<file path="src/rtl/rxf_pkg.sv">
package rxf_pkg;
  typedef enum logic [1:0] {
    TMR_HOLD = 2'd0,
    TMR_LOAD_CFG = 2'd1,
    TMR_LOAD_RD = 2'd2,
    TMR_DEC = 2'd3
  } tmr_act_e;
endpackage

</file>
<file path="src/rtl/rxf_store.sv">
module rxf_store #(
  parameter int unsigned DATA_W = 8,
  parameter int unsigned DEPTH  = 8
) (
  input  logic                           clk,
  input  logic                           rst_n,
  input  logic                           push,
  input  logic [DATA_W-1:0]              push_data,
  input  logic                           pop,
  output logic [DATA_W-1:0]              head_data,
  output logic [$clog2(DEPTH+1)-1:0]     fill,
  output logic                           ovf_flag
);
  localparam int unsigned AW = (DEPTH > 1) ? $clog2(DEPTH) : 1;
  localparam int unsigned CW = $clog2(DEPTH+1);

  logic [DATA_W-1:0] mem [DEPTH];
  logic [AW-1:0] wr_ptr_q, wr_ptr_d, rd_ptr_q, rd_ptr_d;
  logic [CW-1:0] fill_q, fill_d;
  logic          ovf_q, ovf_d;
  logic          take_pop, take_push, is_empty, is_full;

  assign is_empty  = (fill_q == '0);
  assign is_full   = (fill_q == CW'(DEPTH));
  assign take_pop  = pop && !is_empty;
  assign take_push = push && (!is_full || take_pop);

  always_comb begin
    wr_ptr_d = wr_ptr_q;
    rd_ptr_d = rd_ptr_q;
    fill_d   = fill_q;
    ovf_d    = ovf_q;
    if (take_push)
      wr_ptr_d = (wr_ptr_q == AW'(DEPTH-1)) ? '0 : wr_ptr_q + 1'b1;
    if (take_pop)
      rd_ptr_d = (rd_ptr_q == AW'(DEPTH-1)) ? '0 : rd_ptr_q + 1'b1;
    fill_d = fill_q + CW'(take_push) - CW'(take_pop);
    if (push && !take_push)
      ovf_d = 1'b1;
  end

  always_ff @(posedge clk or negedge rst_n) begin
    if (!rst_n) begin
      wr_ptr_q <= '0;
      rd_ptr_q <= '0;
      fill_q   <= '0;
      ovf_q    <= 1'b0;
    end else begin
      wr_ptr_q <= wr_ptr_d;
      rd_ptr_q <= rd_ptr_d;
      fill_q   <= fill_d;
      ovf_q    <= ovf_d;
    end
  end

  generate
    for (genvar i = 0; i < DEPTH; i++) begin : g_slot
      always_ff @(posedge clk) begin
        if (take_push && (wr_ptr_q == AW'(i)))
          mem[i] <= push_data;
      end
    end
  endgenerate

  assign head_data = is_empty ? '0 : mem[rd_ptr_q];
  assign fill      = fill_q;
  assign ovf_flag  = ovf_q;

  AST_FULL_PUSH_DROP: assert property (@(posedge clk) disable iff (!rst_n)
    (is_full && push && !pop) |=> (fill_q == CW'(DEPTH)) && ovf_q);
  AST_OVF_STICKY: assert property (@(posedge clk) disable iff (!rst_n)
    ovf_q |=> ovf_q);
  AST_EMPTY_POP_HOLD: assert property (@(posedge clk) disable iff (!rst_n)
    (is_empty && pop && !push) |=> (fill_q == '0));
endmodule

</file>
<file path="src/rtl/rxf_timer.sv">
module rxf_timer
  import rxf_pkg::*;
#(
  parameter int unsigned PER_W   = 8,
  parameter int unsigned REG_W   = 16,
  parameter int unsigned PER_RST = 255
) (
  input  logic             clk,
  input  logic             rst_n,
  input  logic             tick,
  input  logic             cfg_wr,
  input  logic [REG_W-1:0] cfg_wdata,
  input  logic             rd_strobe,
  input  logic             has_data,
  output logic [PER_W-1:0] period,
  output logic             tmo
);
  logic [PER_W-1:0] per_q, per_d, cnt_q, cnt_d;
  logic             tmo_q, tmo_d;
  tmr_act_e         act;

  always_comb begin
    if (cfg_wr)                              act = TMR_LOAD_CFG;
    else if (rd_strobe)                      act = TMR_LOAD_RD;
    else if (tick && has_data && cnt_q != '0) act = TMR_DEC;
    else                                     act = TMR_HOLD;
  end

  always_comb begin
    per_d = per_q;
    cnt_d = cnt_q;
    unique case (act)
      TMR_LOAD_CFG: begin
        per_d = cfg_wdata[PER_W-1:0];
        cnt_d = cfg_wdata[PER_W-1:0];
      end
      TMR_LOAD_RD: cnt_d = per_q;
      TMR_DEC:     cnt_d = cnt_q - 1'b1;
      default:     cnt_d = cnt_q;
    endcase
    if (rd_strobe || !has_data) tmo_d = 1'b0;
    else if (cnt_q == '0)       tmo_d = 1'b1;
    else                        tmo_d = tmo_q;
  end

  always_ff @(posedge clk or negedge rst_n) begin
    if (!rst_n) begin
      per_q <= PER_W'(PER_RST);
      cnt_q <= PER_W'(PER_RST);
      tmo_q <= 1'b0;
    end else begin
      per_q <= per_d;
      cnt_q <= cnt_d;
      tmo_q <= tmo_d;
    end
  end

  assign period = per_q;
  assign tmo    = tmo_q;

  AST_RELOAD_ON_CFG: assert property (@(posedge clk) disable iff (!rst_n)
    cfg_wr |=> (cnt_q == $past(cfg_wdata[PER_W-1:0])));
  AST_HOLD_WHEN_EMPTY: assert property (@(posedge clk) disable iff (!rst_n)
    (!has_data && !cfg_wr && !rd_strobe) |=> $stable(cnt_q));
  AST_TMO_CLEAR_ON_READ: assert property (@(posedge clk) disable iff (!rst_n)
    rd_strobe |=> !tmo_q);
endmodule

</file>
<file path="src/rtl/rx_fifo_tmo.sv">
module rx_fifo_tmo #(
  parameter int unsigned DATA_W  = 8,
  parameter int unsigned DEPTH   = 8,
  parameter int unsigned THRESH  = 4,
  parameter int unsigned PER_W   = 8,
  parameter int unsigned REG_W   = 16,
  parameter int unsigned PER_RST = 255
) (
  input  logic                       clk,
  input  logic                       rst_n,
  input  logic                       wr_en,
  input  logic [DATA_W-1:0]          wr_data,
  input  logic                       rd_en,
  output logic [DATA_W-1:0]          rd_data,
  input  logic                       tick,
  input  logic                       cfg_wr,
  input  logic [REG_W-1:0]           cfg_wdata,
  output logic [REG_W-1:0]           cfg_rdata,
  output logic [$clog2(DEPTH+1)-1:0] count,
  output logic                       thr_flag,
  output logic                       tmo_flag,
  output logic                       ovf,
  output logic                       irq
);
  localparam int unsigned CW    = $clog2(DEPTH+1);
  localparam int unsigned RSV_W = REG_W - PER_W;

  logic [CW-1:0]    fill;
  logic [PER_W-1:0] period;
  logic             tmo;

  rxf_store #(.DATA_W(DATA_W), .DEPTH(DEPTH)) u_store (
    .clk(clk), .rst_n(rst_n), .push(wr_en), .push_data(wr_data),
    .pop(rd_en), .head_data(rd_data), .fill(fill), .ovf_flag(ovf)
  );

  rxf_timer #(.PER_W(PER_W), .REG_W(REG_W), .PER_RST(PER_RST)) u_timer (
    .clk(clk), .rst_n(rst_n), .tick(tick), .cfg_wr(cfg_wr),
    .cfg_wdata(cfg_wdata), .rd_strobe(rd_en), .has_data(fill != '0),
    .period(period), .tmo(tmo)
  );

  assign count     = fill;
  assign thr_flag  = (fill >= CW'(THRESH));
  assign tmo_flag  = tmo;
  assign irq       = thr_flag | tmo;
  assign cfg_rdata = {{RSV_W{1'b0}}, period};

  AST_TMO_NEEDS_DATA: assert property (@(posedge clk) disable iff (!rst_n)
    tmo |-> (fill != '0));
endmodule

</file>
<file path="config.mk">
export PLATFORM = sky130hd
export DESIGN_NAME = rx_fifo_tmo
export DESIGN_NICKNAME = d
export VERILOG_FILES = /design/src/rtl/rxf_pkg.sv /design/src/rtl/rxf_store.sv /design/src/rtl/rxf_timer.sv /design/src/rtl/rx_fifo_tmo.sv
export SDC_FILE = /design/constraint.sdc
export NUM_CORES = 1
export LEC_CHECK = 0
export ABC_AREA = 1
export BUFFER_PORTS_ARGS = -buffer_cell sky130_fd_sc_hd__buf_2
export CAP_MARGIN = 40
export CORE_MARGIN = 4
export CORE_UTILIZATION = 61
export CTS_CLUSTER_DIAMETER = 40
export DETAILED_ROUTE_END_ITERATION = 10
export PLACE_DENSITY = 0.94
export REMOVE_ABC_BUFFERS = 1
export SLEW_MARGIN = 15
export SYNTH_ARGS = -nofsm -noshare
export SYNTH_HDL_FRONTEND = slang
export SYNTH_SLANG_ARGS = --single-unit
</file>
<file path="constraint.sdc">
create_clock -name clk -period 3.81 [get_ports clk]
set_input_delay 0 -clock clk [delete_from_list [all_inputs] [get_ports clk]]
set_output_delay 0 -clock clk [all_outputs]
set_load 0.005 [all_outputs]
</file>
==> results.txt, run 1 <==
The flow ran to the end, and the final reports show no timing, DRC or antenna violations. The most repeated library cell on the critical path is o21ai_0. The CTS tree is done. The total iterations of the first detailed-routing run came out at 6. The hold violation count in the final report is 0.

The switching power of the nets came out at 1.295 mW. The number of DRC violations after detailed routing came out at 0. The core footprint came out at a little under 7000 um^2. The CTS clock-pin slew for the worst setup and hold paths is 0.09 ns. The worst-path maximum fanout came out at 25. The worst hold path belongs to the class input port to flip-flop. The number of antenna violations at the first check in global routing is 0.

At the pin with the least slew margin, the transition time is 0.8439 ns. The setup slack of the critical path after layout is 1.276 ns. The number of warning messages in the yosys log came out at 0. The share of total power dissipated in combinational logic is 38.0%.

The data arrival time of the worst path came out at 2.53 ns. TritonCTS created 9 clock buffers. By startpoint and endpoint, the worst setup path is classified as flip-flop to output port.

The worst setup timing slack at the placement stage came out at ~1.4 ns. The worst setup path is captured at an output port. After the last flow step, the layout net total stands at approximately 520. In the final routed layout, each cell accounts on average for ~20 um. Entering global routing, the biggest net connects 29 pins.

The site row count came out at 30. The number of levels the H-tree was split into came out at 3. Once the clock tree was built, the setup fixing pass inserted 0 buffers. At the end of routability-driven placement, the weighted congestion stood at 0.8193. The sequential area share after synthesis came out at 61.48%. The first-iteration detailed-routing DRC count came out at 587. The tree is rooted in a clkbuf_8. The via count of the first global-routing pass came out at 3458.

The portion of the clock cycle consumed by the worst path in the final layout is between 60% and 70%. The max-capacitance violation count came out at 0. The post-cts hold buffer count is 27.

The worst setup path is launched from a flip-flop. The netlist uses 32 different library cells. The final setup violation count is 0. Wires add up to about 12 mm. The final worst clock skew came out at ~0.010 ns. The total negative setup slack came out at 0 ns.

The die boundary width is roughly 92 um. The register bit total from synthesis came out at 92. The final count of pins violating max slew came to 0. During I/O placement, the number of pins put on the boundary was 62. The highest ir drop seen on vdd came out at ~430 uV. The fraction of power consumed by sequential logic came out at 43.0%. The final global-route overflow total is 0. The highest cell delay on the worst timing path came out at 0.70 ns. In this run the tightest slew margin relative to its limit is 43.53%. The sink count of the clock tree came out at roughly 90.

The vias after detailed routing is 3472. The fraction of layout cells with a size suffix above 1 came out at 21.47%. The area enclosed by the die boundary came out at 8453 um^2. The number of filler cells placed in the layout came out at 426. The overall track demand over capacity in global routing is 28.81%.

The switching share of power came out at 39.26%. In this run the power density over the cells is 652.4 nW/um^2. The leakage power is 2.096 nW.

From bottom edge to top edge, the die measures 91.94 um. For this run, the top clock speed supported by timing is 394.6 MHz. In the synthesized netlist, the number of instances is 393. Setup repair after global routing left no endpoint under its margin.

The shortest period the worst path allows is 2.534 ns. The ratio of routed vias to standard cells is 6.070. Walking the worst path, the cells encountered are buf_4 > inv_2 > o21ai_0 > o21ai_0 > o21ai_0 > nor2_1 > buf_2. The final HPWL from detailed placement came out at 6.421 mm. The slowest stage of the critical path belongs to the cell dfrtp_1. The count of buffers added on input and output ports is 45. The endpoint required time on the critical path is about 3.8 ns. The number of cells upsized or downsized after cts is 0. The clock latency at the later pin of the worst-skew pair is 0.37 ns. The wire length of the first global-routing pass is about 19 mm. The buffer depth of the longest clock path is 2. The internal portion of the total power is 2.003 mW. The average instance area after synthesis is 10.94 um^2. The slack of the worst reg-to-reg path came out at 1.37 ns. The synthesis-to-layout area growth is 17.64%. The number of antenna-violating nets in the routed design came out at 0. The post-synthesis cell area came out at 4298 um^2.

The share of total power dissipated in the clock network is 19.0%. Once the floorplan was initialized, standard cells occupied 62.91% of the core.
worst max-delay path, delay by kind of cell (launching register included):
kind / cells / cell delay [ns]
simple gates: 1 / 0.08
buf+inv: 3 / 0.74
flops: 1 / 0.70
compound gates: 3 / 0.66
registers in the layout, summed over array words and instances, names as in the netlist:
register,cells
u_timer.tmo,1
u_store.fill,4
u_store.ovf_flag,1
u_timer.cnt_q,8
u_timer.period,8
u_store.rd_ptr_q,3
u_store.wr_ptr_q,3
u_store.mem,64
power groups by stage:
stage,Clock [mW],Sequential [mW],Combinational (mW)
floorplan,0,1.43,0.690
global placement,0,1.44,1.03
detailed placement,0,1.43,1.17
CTS,0.621,1.41,1.23
global route,0.676,1.43,1.39
finish,0.625,1.42,1.25
cell usage after synthesis (all sizes together):
cell,instances,area [um^2]
nor3,6,30.03
buf,20,146.4
edfxtp,64,1922
o22ai,8,50.05
a21oi,7,46.30
mux2i,8,80.08
clkbuf,1,3.750
xor2,4,35.03
nand4,7,43.79
xnor2,1,8.760
inv,36,135.1
nand3,19,105.1
dfstp,16,420.4
nand2,50,225.2
nor2,66,262.8
dfrtp,12,300.3
o21bai,1,7.510
o211ai,1,7.510
ha,16,200.2
conb,1,3.750
o21ai,48,244.0
fa,1,20.02
path summary, 6_finish.rpt:
path                                                 startpoint                         endpoint  cells past startpoint
worst min register to register     u_store.ovf_flag$_DFFE_PN0P_     u_store.ovf_flag$_DFFE_PN0P_                      1
max in group asynchronous                                 rst_n  u_store.rd_ptr_q[1]$_DFFE_PN0P_                      2
worst min-delay path                                       tick     u_timer.cnt_q[1]$_DFFE_PN1P_                      5
worst max register to register        u_store.fill[2]$_DFF_PN0_        u_store.fill[2]$_DFF_PN0_                     10
min in group asynchronous                                 rst_n     u_store.ovf_flag$_DFFE_PN0P_                      2
worst max-delay path            u_store.rd_ptr_q[0]$_DFFE_PN0P_                       rd_data[3]                      7
through the flow:
stage               instance area, um^2  total power, mW  util (%)  std cells  hold WS, ns
finish                             5056            3.298     74.01        572      0.09598
global route                       5054            3.495     73.97        571      0.09292
CTS                                5054            3.263     73.97        571      0.07124
detailed placement                 4599            2.601     67.33        528      0.04330
global placement                   4572            2.470     66.92        527      0.03706
floorplan                          4174            2.121         -        379      -0.2956
per-layer routing:
metal  up-vias  wire [um]  track usage, %  share of wire [%]
met3        65       1131           4.512                9.8
met4         0        633           15.72                5.5
li1       1477          -               -                  -
met5         -          0               0                  0
met2       287       5735           46.65                 50
met1      1643       4053           37.35                 35
final cells by class:
type,instances,area [um^2],share of cell area (%)
antenna,1,2.502,0.04949
clock buffer,9,123.9,2.450
clock inverter,7,60.06,1.188
inverter,36,135.1,2.673
multi-input combinational,251,1396,27.62
sequential,92,2643,52.26
tap,96,120.1,2.376
timing repair buffer,80,575.6,11.38
kinds of logic (layout without fill, tap and decap cells):
group,after synthesis,in the layout,share of synthesized area (%)
AO/OA/AOI/OAI,65,65,8.268
flip-flops,92,92,61.48
XOR/XNOR,5,5,1.019
adder cells (fa/ha/maj),17,17,5.124
AND/OR/NAND/NOR,148,148,15.52
buffers and inverters,57,132,6.637
other,1,9,0.08725
multiplexers,8,8,1.863
layout by cell type (no fill, tap or decap), types with 2 or more instances in the layout:
cell type,n
xor2_1,4
nand3_2,2
nor2_1,64
nand2_4,4
nand4_1,7
nor2_4,2
nand2_1,43
conb_1,8
inv_2,5
clkinv_4,2
a21oi_1,6
inv_8,2
nand3_1,17
buf_4,7
o21ai_1,3
o22ai_1,8
inv_1,31
dfstp_2,16
dlygate4sd3_1,27
dfrtp_1,12
nor3_1,6
o21ai_0,44
edfxtp_1,64
buf_2,45
nand2_2,3
mux2i_1,8
ha_1,16
clkbuf_8,9
(Power assumes the default switching activity.)
==> run 2: changes to the inputs <==
--- a/config.mk
+++ b/config.mk
@@ -9,10 +9,10 @@
 export BUFFER_PORTS_ARGS = -buffer_cell sky130_fd_sc_hd__buf_2
 export CAP_MARGIN = 40
 export CORE_MARGIN = 4
-export CORE_UTILIZATION = 61
+export CORE_UTILIZATION = 57
 export CTS_CLUSTER_DIAMETER = 40
 export DETAILED_ROUTE_END_ITERATION = 10
-export PLACE_DENSITY = 0.94
+export PLACE_DENSITY = 0.9
 export REMOVE_ABC_BUFFERS = 1
 export SLEW_MARGIN = 15
 export SYNTH_ARGS = -nofsm -noshare
==> constraint.sdc (replaced) <==
create_clock -name clk -period 2.35 [get_ports clk]
set_input_delay 0 -clock clk [delete_from_list [all_inputs] [get_ports clk]]
set_output_delay 0 -clock clk [all_outputs]
set_load 0.005 [all_outputs]
==> run 2 against run 1 <==
  * Die area is 6.4% higher
  * Hold slack worse by 0.032 ns
  * Utilization is 4.8 points lower
  * Sequential power is 58% higher
  * Sequential cell count stayed put
  * Final area is 0.15% lower
  * Power is 61% higher
  * Clock skew is 0.0018 ns higher
  * Final cell count is 0.52% higher
  * Critical endpoint is now u_store.fill[2]$_DFF_PN0_
==> results.txt, run 2 (synthesis gave the netlist of run 1 again) <==
The global-route met1 utilization is 30.79% (-6.6 points). The run finished with clean final reports. The worst setup path is captured at a flip-flop. The total buffers and inverters traversed by the critical path is 3 (unchanged). The placed cell count is 535 (+1.3%). The wire length per cell after detailed routing came out at 18.64 um (-7.7%). The number of levels the H-tree was split into was 3 (unchanged). TritonCTS built the clock tree. The top-level I/O count came out at 62 (unchanged). The highest ir drop seen on vdd was 610.7 uV (+43%). The final core utilization was 69.23% (-4.8 points). The number of clock buffers inserted by TritonCTS came out at 9 (unchanged). The hold violation count in the final report came out at 0 (unchanged). The number of antenna-violating nets in the routed design is 0 (unchanged).

The highest attainable clock frequency came out at between 400 and 500 MHz. The worst-path maximum fanout is 6 (-76%). The final hold slack was 0.06391 ns (-0.03207 ns). The final antenna diode count is 0 (-1).

The core footprint is 7292 um^2 (+6.7%). The site row count came out at 31 (+3.3%). The fraction of layout cells with a size suffix above 1 is 22.48% (+1.0 points). The first-iteration detailed-routing DRC count is 523 (-11%). The post-CTS setup buffer count came out at 0 (unchanged). The sink count of the clock tree is 92 (unchanged). The initial core utilization came out at 58.94% (-4.0 points).

The power per cell area came out at 1049 nW/um^2 (+61%). The final HPWL from detailed placement came out at 6.255 mm (-2.6%). The number of DRC violations after detailed routing was 0 (unchanged). The worst hold path cell count is 5 (unchanged). STA classifies the critical path startpoint as a flip-flop. The hold-critical path endpoint is u_timer.cnt_q[1]$_DFFE_PN1P_. The endpoint required time on the critical path is 2.61 ns (-1.20 ns). The worst register-to-register path begins at u_store.fill[2]$_DFF_PN0_. The number of cells traversed by the worst register-to-register path is 10 (unchanged). The count of non-filler cells in the finished layout came to 575 (+0.52%). The data arrival time of the worst path came out at 2.45 ns (-0.08 ns). The clock latency at the later pin of the worst-skew pair came out at 0.37 ns (about the same). The overall track demand over capacity in global routing came out at 25.57% (-3.2 points). The max-capacitance violation count is 0 (unchanged).

The total negative setup slack came to 0 ns (unchanged). The leakage power came out at 2.099 nW (+0.18%). In this run the most critical hold path is launched from tick. The buffer depth of the longest clock path is 2 (unchanged). The worst-case headroom to the max-slew limit came out at 44.16% (+0.62 points). The wire length of the first global-routing pass came to 17.04 mm (-8.6%). The ratio of routed vias to standard cells came to 5.918 (-2.5%). In this run the worst hold path is classified as input port to flip-flop. Walking the worst path, the cells encountered are inv_1 > ha_1 > nand2_4 > nand2_4 > inv_1 > ha_1 > inv_1 > ha_1 > fa_1 > xor2_1. The worst-margin pin slew came out at 0.8346 ns (-0.009293 ns). The final setup violation count came out at 0 (unchanged). The final global-route overflow total came out at 0 (unchanged). Counting I/O delays and the setup requirement, the final critical path takes 2.186 ns. The placer congestion estimate is 0.9271 (+13%).

The total wire length after detailed routing came out at 10.72 mm (-7.2%). The CTS clock-pin slew for the worst setup and hold paths came to 0.10 ns (about the same). The area enclosed by the die boundary is 8994 um^2 (+6.4%). The highest cell delay on the worst timing path is 0.39 ns (-0.31 ns). The synthesis-to-layout area growth is 17.47%. Setup repair after global routing left no endpoint under its margin. The final worst clock skew is 0.01198 ns (+0.001801 ns). The net total in the final layout came to 518 (+0.19%). The portion of the clock cycle consumed by the worst path in the final layout is 93.02%.

The total iterations of the first detailed-routing run is 5 (-1). The met2 usage in global routing came to 43.86% (-2.8 points). The number of antenna violations at the first check in global routing came out at 0 (unchanged). The largest individual stage delay along the critical path comes from the cell dfrtp_1. The port buffer count is 45 (unchanged). Clock tree synthesis selected as its root buffer the cell clkbuf_8. In this run the critical register-to-register path is captured at u_store.fill[2]$_DFF_PN0_. The slack of the worst reg-to-reg path is 0.16 ns (-1.21 ns). The met3 capacity usage during global routing came out at 5.817% (+1.3 points). The layer flagged by global routing as most heavily used is met2. The die boundary width is 94.84 um (+3.1%). The flip-flop count of the largest register, all copies and words added is 64 (unchanged). The critical path in this run is classified as flip-flop to flip-flop. The final count of pins violating max slew came to 0 (unchanged). The via count of the first global-routing pass was 3315 (-4.1%). The vias after detailed routing is 3403 (-2.0%). The top cell types in the final layout, fill and taps aside, are nor2_1 (64), edfxtp_1 (64), buf_2 (45). The largest net degree at the start of global routing was 34 (+17%). The gate family responsible for the most delay along the worst path is adder cells.

The die height came out at 94.84 um (+3.1%). u_store.mem holds more flip-flops than any other register.
-- run 2: cell count changes in the layout (fill, tap and decap cells not counted), sizes merged --
cell	previous run	this run
dlygate4sd3	27	24
inv	39	41
clkinvlp	1	2
clkinv	3	0
diode	1	0
buf	53	57
-- run 2: layout make-up --
class | count | area, um^2
sequential | 92 | 2643
multi-input combinational | 251 | 1401
fill | 480 | 2243
timing repair buffer | 81 | 555.5
inverter | 36 | 135.1
clock inverter | 7 | 66.31
clock buffer | 9 | 123.9
tap | 99 | 123.9
-- run 2: stage by stage --
step / setup WS [ns] / power, mW / area [um^2]
2_1_floorplan: 0.2066 / 3.439 / 4174
3_3_place_gp: 0.2936 / 4.052 / 4613
3_5_place_dp: 0.2080 / 4.190 / 4613
4_1_cts: 0.1723 / 5.233 / 5044
5_1_grt: 0.003610 / 5.658 / 5049
6_report: 0.1641 / 5.295 / 5049
-- run 2: worst max-delay path by stage --
stage	from	endpoint	slack [ns]	cells past startpoint
2_1_floorplan	u_store.fill[2]$_DFF_PN0_	u_store.fill[2]$_DFF_PN0_	0.21	10
3_3_place_gp	u_store.fill[2]$_DFF_PN0_	u_store.fill[2]$_DFF_PN0_	0.29	10
3_5_place_dp	u_store.fill[2]$_DFF_PN0_	u_store.fill[2]$_DFF_PN0_	0.21	10
4_1_cts	u_store.fill[2]$_DFF_PN0_	u_store.fill[2]$_DFF_PN0_	0.17	10
5_1_grt	u_store.fill[2]$_DFF_PN0_	u_store.fill[2]$_DFF_PN0_	0.004	10
6_report	u_store.fill[2]$_DFF_PN0_	u_store.fill[2]$_DFF_PN0_	0.16	10
-- run 2: layer usage --
layer  part of all wire [%]  vias up
li1                       -     1485
met1                     34     1601
met2                     50      242
met3                    9.6       75
met4                    5.9        0
met5                      0        -
-- run 2: report_power, final --
part / switching [mW] / internal, mW / total [mW]
clock network: 0.632 / 0.414 / 1.05
registers: 0.185 / 2.05 / 2.24
logic: 1.24 / 0.765 / 2.01
-- run 2: worst min-delay path, delay by kind of cell --
family	cells	cell delay, ns
AO/OA/AOI/OAI	2	0.15
AND/OR/NAND/NOR	1	0.09
buffers and inverters	2	0.18
-- run 2: timing repair --
action	in CTS	in global routing
hold buffers	24	0
hold endpoints to repair	92	0
gates resized for setup	0	1
endpoints found under the setup margin	0	1
